$ cat config.mk
export PLATFORM = sky130hd
export DESIGN_NAME = bus_clk_selector
export DESIGN_NICKNAME = d
export VERILOG_FILES = /design/src/rtl/bcs_pkg.sv /design/src/rtl/bcs_status.sv /design/src/rtl/bcs_postdiv.sv /design/src/rtl/bcs_switch.sv /design/src/rtl/bus_clk_selector.sv
export SDC_FILE = /design/constraint.sdc
export NUM_CORES = 1
export LEC_CHECK = 0
export ABC_AREA = 1
export BUFFER_PORTS_ARGS = -buffer_cell sky130_fd_sc_hd__buf_2
export CORE_MARGIN = 1.5
export CORE_UTILIZATION = 43
export CTS_BUF_LIST = sky130_fd_sc_hd__clkbuf_4 sky130_fd_sc_hd__clkbuf_8 sky130_fd_sc_hd__clkbuf_16
export CTS_CLUSTER_DIAMETER = 50
export DETAILED_ROUTE_END_ITERATION = 10
export PLACE_DENSITY = 0.86
export SLEW_MARGIN = 10
export SYNTH_ARGS = -nofsm -noshare
export SYNTH_HDL_FRONTEND = slang
export SYNTH_SLANG_ARGS = --single-unit
$ cat constraint.sdc
create_clock -name clk -period 1.1 [get_ports clk]
set_input_delay 0.055 -clock clk [delete_from_list [all_inputs] [get_ports clk]]
set_output_delay 0.055 -clock clk [all_outputs]
set_load 0.1 [all_outputs]
$ cat src/rtl/bcs_pkg.sv
package bcs_pkg;
  localparam int NFLAG = 2;
  localparam int FLG_LOCK = 0;
  localparam int FLG_OSCQ = 1;

  typedef enum logic [0:0] {
    SW_RUN = 1'b0,
    SW_GAP = 1'b1
  } sw_state_e;
endpackage

$ cat src/rtl/bcs_status.sv
module bcs_status
  import bcs_pkg::*;
(
  input  logic             clk,
  input  logic             rst,
  input  logic             osc_en,
  input  logic             pll_lock_raw,
  input  logic             osc_ok_raw,
  input  logic [NFLAG-1:0] flag_clr,
  input  logic [NFLAG-1:0] irq_en,
  output logic             lock_sts,
  output logic             osc_qual_sts,
  output logic [NFLAG-1:0] flags,
  output logic             irq
);
  logic             lock_n;
  logic             oscq_n;
  logic [NFLAG-1:0] chg;
  logic [NFLAG-1:0] flags_n;

  always_comb begin
    lock_n = pll_lock_raw;
    // qualification needs lock as well as a good, enabled oscillator
    oscq_n = pll_lock_raw & osc_en & osc_ok_raw;
    chg = '0;
    chg[FLG_LOCK] = lock_n ^ lock_sts;
    chg[FLG_OSCQ] = oscq_n ^ osc_qual_sts;
    // a new change wins over a clear in the same cycle
    flags_n = (flags & ~flag_clr) | chg;
  end

  always_ff @(posedge clk) begin
    if (rst) begin
      lock_sts     <= 1'b0;
      osc_qual_sts <= 1'b0;
      flags        <= '0;
      irq          <= 1'b0;
    end else begin
      lock_sts     <= lock_n;
      osc_qual_sts <= oscq_n;
      flags        <= flags_n;
      irq          <= |(flags_n & irq_en);
    end
  end
endmodule

$ cat src/rtl/bcs_postdiv.sv
module bcs_postdiv #(
  parameter int DIV_W        = 3,
  parameter int FALLBACK_DIV = 4
) (
  input  logic             clk,
  input  logic             rst,
  input  logic             lock_sts,
  input  logic [DIV_W-1:0] pll_div_cfg,
  output logic [DIV_W-1:0] post_div
);
  localparam logic [DIV_W-1:0] FB = DIV_W'(FALLBACK_DIV);

  always_ff @(posedge clk) begin
    if (rst)           post_div <= FB;
    else if (lock_sts) post_div <= pll_div_cfg;
    else               post_div <= FB;
  end
endmodule

$ cat src/rtl/bcs_switch.sv
module bcs_switch
  import bcs_pkg::*;
#(
  parameter int SYNC_CYC = 2
) (
  input  logic clk,
  input  logic rst,
  input  logic sel_pll,
  output logic src_pll_en,
  output logic src_osc_en
);
  localparam int CNT_W = (SYNC_CYC < 2) ? 1 : $clog2(SYNC_CYC);
  localparam logic [CNT_W-1:0] CNT_LAST = CNT_W'(SYNC_CYC - 1);

  sw_state_e        state;
  logic             cur_pll;
  logic             tgt_pll;
  logic [CNT_W-1:0] gap_cnt;

  always_ff @(posedge clk) begin
    if (rst) begin
      state      <= SW_RUN;
      cur_pll    <= 1'b1;
      tgt_pll    <= 1'b1;
      gap_cnt    <= '0;
      src_pll_en <= 1'b1;
      src_osc_en <= 1'b0;
    end else begin
      case (state)
        SW_RUN: begin
          if (sel_pll != cur_pll) begin
            src_pll_en <= 1'b0;
            src_osc_en <= 1'b0;
            tgt_pll    <= sel_pll;
            gap_cnt    <= '0;
            state      <= SW_GAP;
          end
        end
        SW_GAP: begin
          if (gap_cnt == CNT_LAST) begin
            src_pll_en <= tgt_pll;
            src_osc_en <= ~tgt_pll;
            cur_pll    <= tgt_pll;
            state      <= SW_RUN;
          end else begin
            gap_cnt <= gap_cnt + 1'b1;
          end
        end
        default: state <= SW_RUN;
      endcase
    end
  end
endmodule

$ cat src/rtl/bus_clk_selector.sv
module bus_clk_selector
  import bcs_pkg::*;
#(
  parameter int DIV_W        = 3,
  parameter int FALLBACK_DIV = 4,
  parameter int SYNC_CYC     = 2
) (
  input  logic             clk,
  input  logic             rst,
  input  logic             sel_we,
  input  logic             sel_wdata,
  input  logic             osc_en,
  input  logic             pll_lock_raw,
  input  logic             osc_ok_raw,
  input  logic [1:0]       flag_clr,
  input  logic [1:0]       irq_en,
  input  logic [DIV_W-1:0] pll_div_cfg,
  output logic             sel_pll,
  output logic             src_pll_en,
  output logic             src_osc_en,
  output logic             lock_sts,
  output logic             osc_qual_sts,
  output logic [1:0]       flags,
  output logic             irq,
  output logic [DIV_W-1:0] post_div
);
  bcs_status u_status (
    .clk          (clk),
    .rst          (rst),
    .osc_en       (osc_en),
    .pll_lock_raw (pll_lock_raw),
    .osc_ok_raw   (osc_ok_raw),
    .flag_clr     (flag_clr),
    .irq_en       (irq_en),
    .lock_sts     (lock_sts),
    .osc_qual_sts (osc_qual_sts),
    .flags        (flags),
    .irq          (irq)
  );

  // select bit: hardware fallback first, then gated software write
  always_ff @(posedge clk) begin
    if (rst)                         sel_pll <= 1'b1;
    else if (!sel_pll && !osc_qual_sts) sel_pll <= 1'b1;
    else if (sel_we && sel_wdata)    sel_pll <= 1'b1;
    else if (sel_we && osc_qual_sts) sel_pll <= 1'b0;
  end

  bcs_postdiv #(
    .DIV_W        (DIV_W),
    .FALLBACK_DIV (FALLBACK_DIV)
  ) u_postdiv (
    .clk         (clk),
    .rst         (rst),
    .lock_sts    (lock_sts),
    .pll_div_cfg (pll_div_cfg),
    .post_div    (post_div)
  );

  bcs_switch #(
    .SYNC_CYC (SYNC_CYC)
  ) u_switch (
    .clk        (clk),
    .rst        (rst),
    .sel_pll    (sel_pll),
    .src_pll_en (src_pll_en),
    .src_osc_en (src_osc_en)
  );
endmodule

==> results.py <==
metrics = {
    "setup_path": {
        "path_delay_family": "buffers and inverters",
        "crit_arrival_ps": 1010,
        "critPathBufInv": 1,
        "startpoint": "u_postdiv.post_div[1]$_SDFF_PP0_",
        "crit_chain": "buf_2",
        "critical_path_class": "flop to output pin",
        "critPathRequiredTime_ps": 1040,
        "max_stage_delay_ps": 410,
        "rrSetupSlack_ps": 130,
        "r2r_cells": 6,
        "path_max_fanout": 1,
        "reg2reg_from": "sel_pll$_SDFFE_PP1P_",
        "reg2reg_to": "u_switch.tgt_pll$_SDFFE_PP1P_",
        "endpoint_kind": "output pin",
        "cp_slowest_cell": "buf_2",
        "start_kind": "flop",
    },
    "outcome": {
        "status": "finished, final reports clean",
    },
    "clocking": {
        "clk_latency_ps": 280,
        "cts_tree": "built",
        "cts_buffer_depth": 2,
        "numCtsBuffers": 3,
        "clk_pin_slew_ps": 90,
        "ctsRootBufferMaster": "clkbuf_4",
        "htreeDepth": 1,
        "cts.sinks": 15,
        "cts_setup_buffers": 0,
    },
    "die": {
        "core_sq_um": 1170,
        "fp.dieH_microns": 39.4,
        "io_pins": 25,
        "start_util": 0.487,
        "die_w_microns": 39.4,
        "rows": 12,
        "die-area_sq_um": 1550,
    },
    "global_routing": {
        "grt_max_degree": 10,
        "grt_pass1_wl_mm": 2.21,
        "antenna_found_initial": 0,
        "grt-ovfl-total": 0,
        "track_usage": 0.220,
        "grt_pass1_vias": 582,
    },
    "placed_design": {
        "port_buffers": 24,
        "hpwl_microns": 963,
        "pre_cts_slack_ps": 185,
        "place_congestion": 0.726,
        "placed_cells": 109,
    },
    "cells_and_area": {
        "syn_to_final_growth_pct": 62.5,
        "fin_cells": 120,
        "fin_nets": 121,
        "n_antenna_cell": 0,
        "drive_gt1_frac": 0.425,
    },
    "sta": {
        "fin_crit_ps": 1060,
        "maxSlewHeadroom": 0.677,
        "maxSlewViolCount": 0,
        "max_clock_freq_mhz": 940,
        "fin_tns_setup_ps": 0,
        "skew_ps": 2.15,
        "worst_pin_slew_ps": 488,
        "fin_crit_sh": 0.967,
        "hold_violations": 0,
        "rsz0062_at_grt": "false",
        "setup_viol": 0,
        "fin_ws_ps": 36.1,
    },
    "logic_synthesis": {
        "synth_xor_area_frac": 0,
        "ys_warn_count": 0,
        "yosys.area_share.simple": 0.252,
        "synth_compound_area_frac": 0.0855,
        "synth_top_family_by_area": "simple AND/OR/NAND/NOR gates",
        "ys_ff_latch": 15,
        "synth.distinct_cells": 14,
        "syn_avg_cell_area_sq_um": 8.04,
        "synth-seq-area-share": 0.526,
        "synth_fa_ha_area_frac": 0,
        "synth_nets": 85,
        "synthCells": 71,
        "netlist_area_sq_um": 571,
        "synthMuxAreaShare": 0,
    },
    "drt": {
        "wl_per_cell_microns": 13.2,
        "drt_wl_total_mm": 1.59,
        "vias_per_cell": 5.05,
        "initialDrtViolationCount": 19,
        "drc_errors": 0,
        "num_vias": 606,
        "firstDrtPassIters": 4,
        "ant_nets": 0,
    },
    "power_and_ir_drop": {
        "ir_worst_vdd_mv": 0.852,
        "static-leakage-power_nw": 0.484,
        "powerDensity_nw_per_um2": 1250,
        "power_mw": 1.16,
    },
    "min_path": {
        "hp-class": "input port to flop",
        "holdPathStages": 3,
        "hold_end": "u_status.irq$_SDFF_PP0_",
        "min-delay-start": "irq_en[0]",
    },
    "run": {
        "maxCapViolations": 0,
    },
}
cells in the mapped netlist, drive strengths merged:
library cell	n	area share
nor2	8	0.053
nand4	1	0.011
bufinv	1	0.031
a21oi	1	0.0088
dfxtp	15	0.53
nand3	5	0.044
o21ai	2	0.024
inv	16	0.11
or2	1	0.011
nand2	17	0.13
o211ai	4	0.053
cells in the final DEF (no fill, tap or decap), drive strengths merged:
master        n
or2           1
dlygate4sd3   7
bufinv        1
nor2          8
nand3         5
inv          16
clkbuf        8
o21ai         2
o211ai        4
nand2        17
a21oi         1
dfxtp        15
buf          20
nand4         1
worst reg2reg max path, cell delays in order, from the launching register on:
cell	delay, ps
dfxtp_4	370
inv_1	80
nand2_1	60
nand2_1	80
nand2_1	90
nand2_1	70
o211ai_1	90
area by class of cell:
| class | count | area (sq um) |
|---|---|---|
| Sequential cell | 15 | 319 |
| Timing Repair Buffer | 31 | 290 |
| Fill cell | 71 | 244 |
| Multi-Input combinational cell | 39 | 193 |
| Inverter | 17 | 77.6 |
| Clock buffer | 4 | 30.0 |
| Tap cell | 14 | 17.5 |
state kept, by name, summed over array words and instances, names as in the netlist:
signal	flops
u_status.osc_qual_sts	1
u_status.lock_sts	1
u_switch.src_pll_en	1
u_switch.gap_cnt	1
u_status.flags	2
u_switch.state	1
u_switch.cur_pll	1
sel_pll	1
u_status.irq	1
u_switch.tgt_pll	1
u_switch.src_osc_en	1
u_postdiv.post_div	3
layer usage:
layer  vias up  wire length, microns  global-route usage
li1        285                     -                   -
met3         5                   108              0.0625
met1       282                   610               0.234
met2        34                   835               0.377
met4         0                    34               0.129
met5         -                     0                   0
what timing repair did:
| item | in CTS | in global routing |
|---|---|---|
| setup endpoints to repair | 0 | 4 |
| hold endpoints to repair | 7 | 1 |
| hold buffers | 6 | 1 |
| resized for setup | 0 | 4 |
through the flow:
step | hold WS [ps] | util | instance area (sq um)
floorplan | 118 | - | 589
global placement | 236 | 0.698 | 817
detailed placement | 247 | 0.698 | 817
CTS | 1.91 | 0.775 | 907
global route | 39.8 | 0.792 | 927
finish | 6.21 | 0.792 | 927
how the worst max path moves through the flow:
stage / endpoint / slack [ps] / cells after the start
finish: post_div[1] / 40 / 1
global route: post_div[1] / 2 / 1
CTS: flags[1] / 10 / 1
detailed placement: u_switch.src_osc_en$_SDFFE_PP0P_ / 190 / 5
global placement: u_switch.src_osc_en$_SDFFE_PP0P_ / 250 / 5
floorplan: u_postdiv.post_div[2]$_SDFF_PP1_ / 50 / 4
cells by family after synthesis:
logic type      Yosys count
simple gates             32
buf+inv                  17
flops                    15
compound gates            7
report_power, final:
part / total, mW / switching (mW) / internal [mW]
sequential: 0.565 / 0.0116 / 0.554
clock: 0.348 / 0.182 / 0.166
combinational: 0.243 / 0.157 / 0.0866
(Power assumes the default switching activity.)
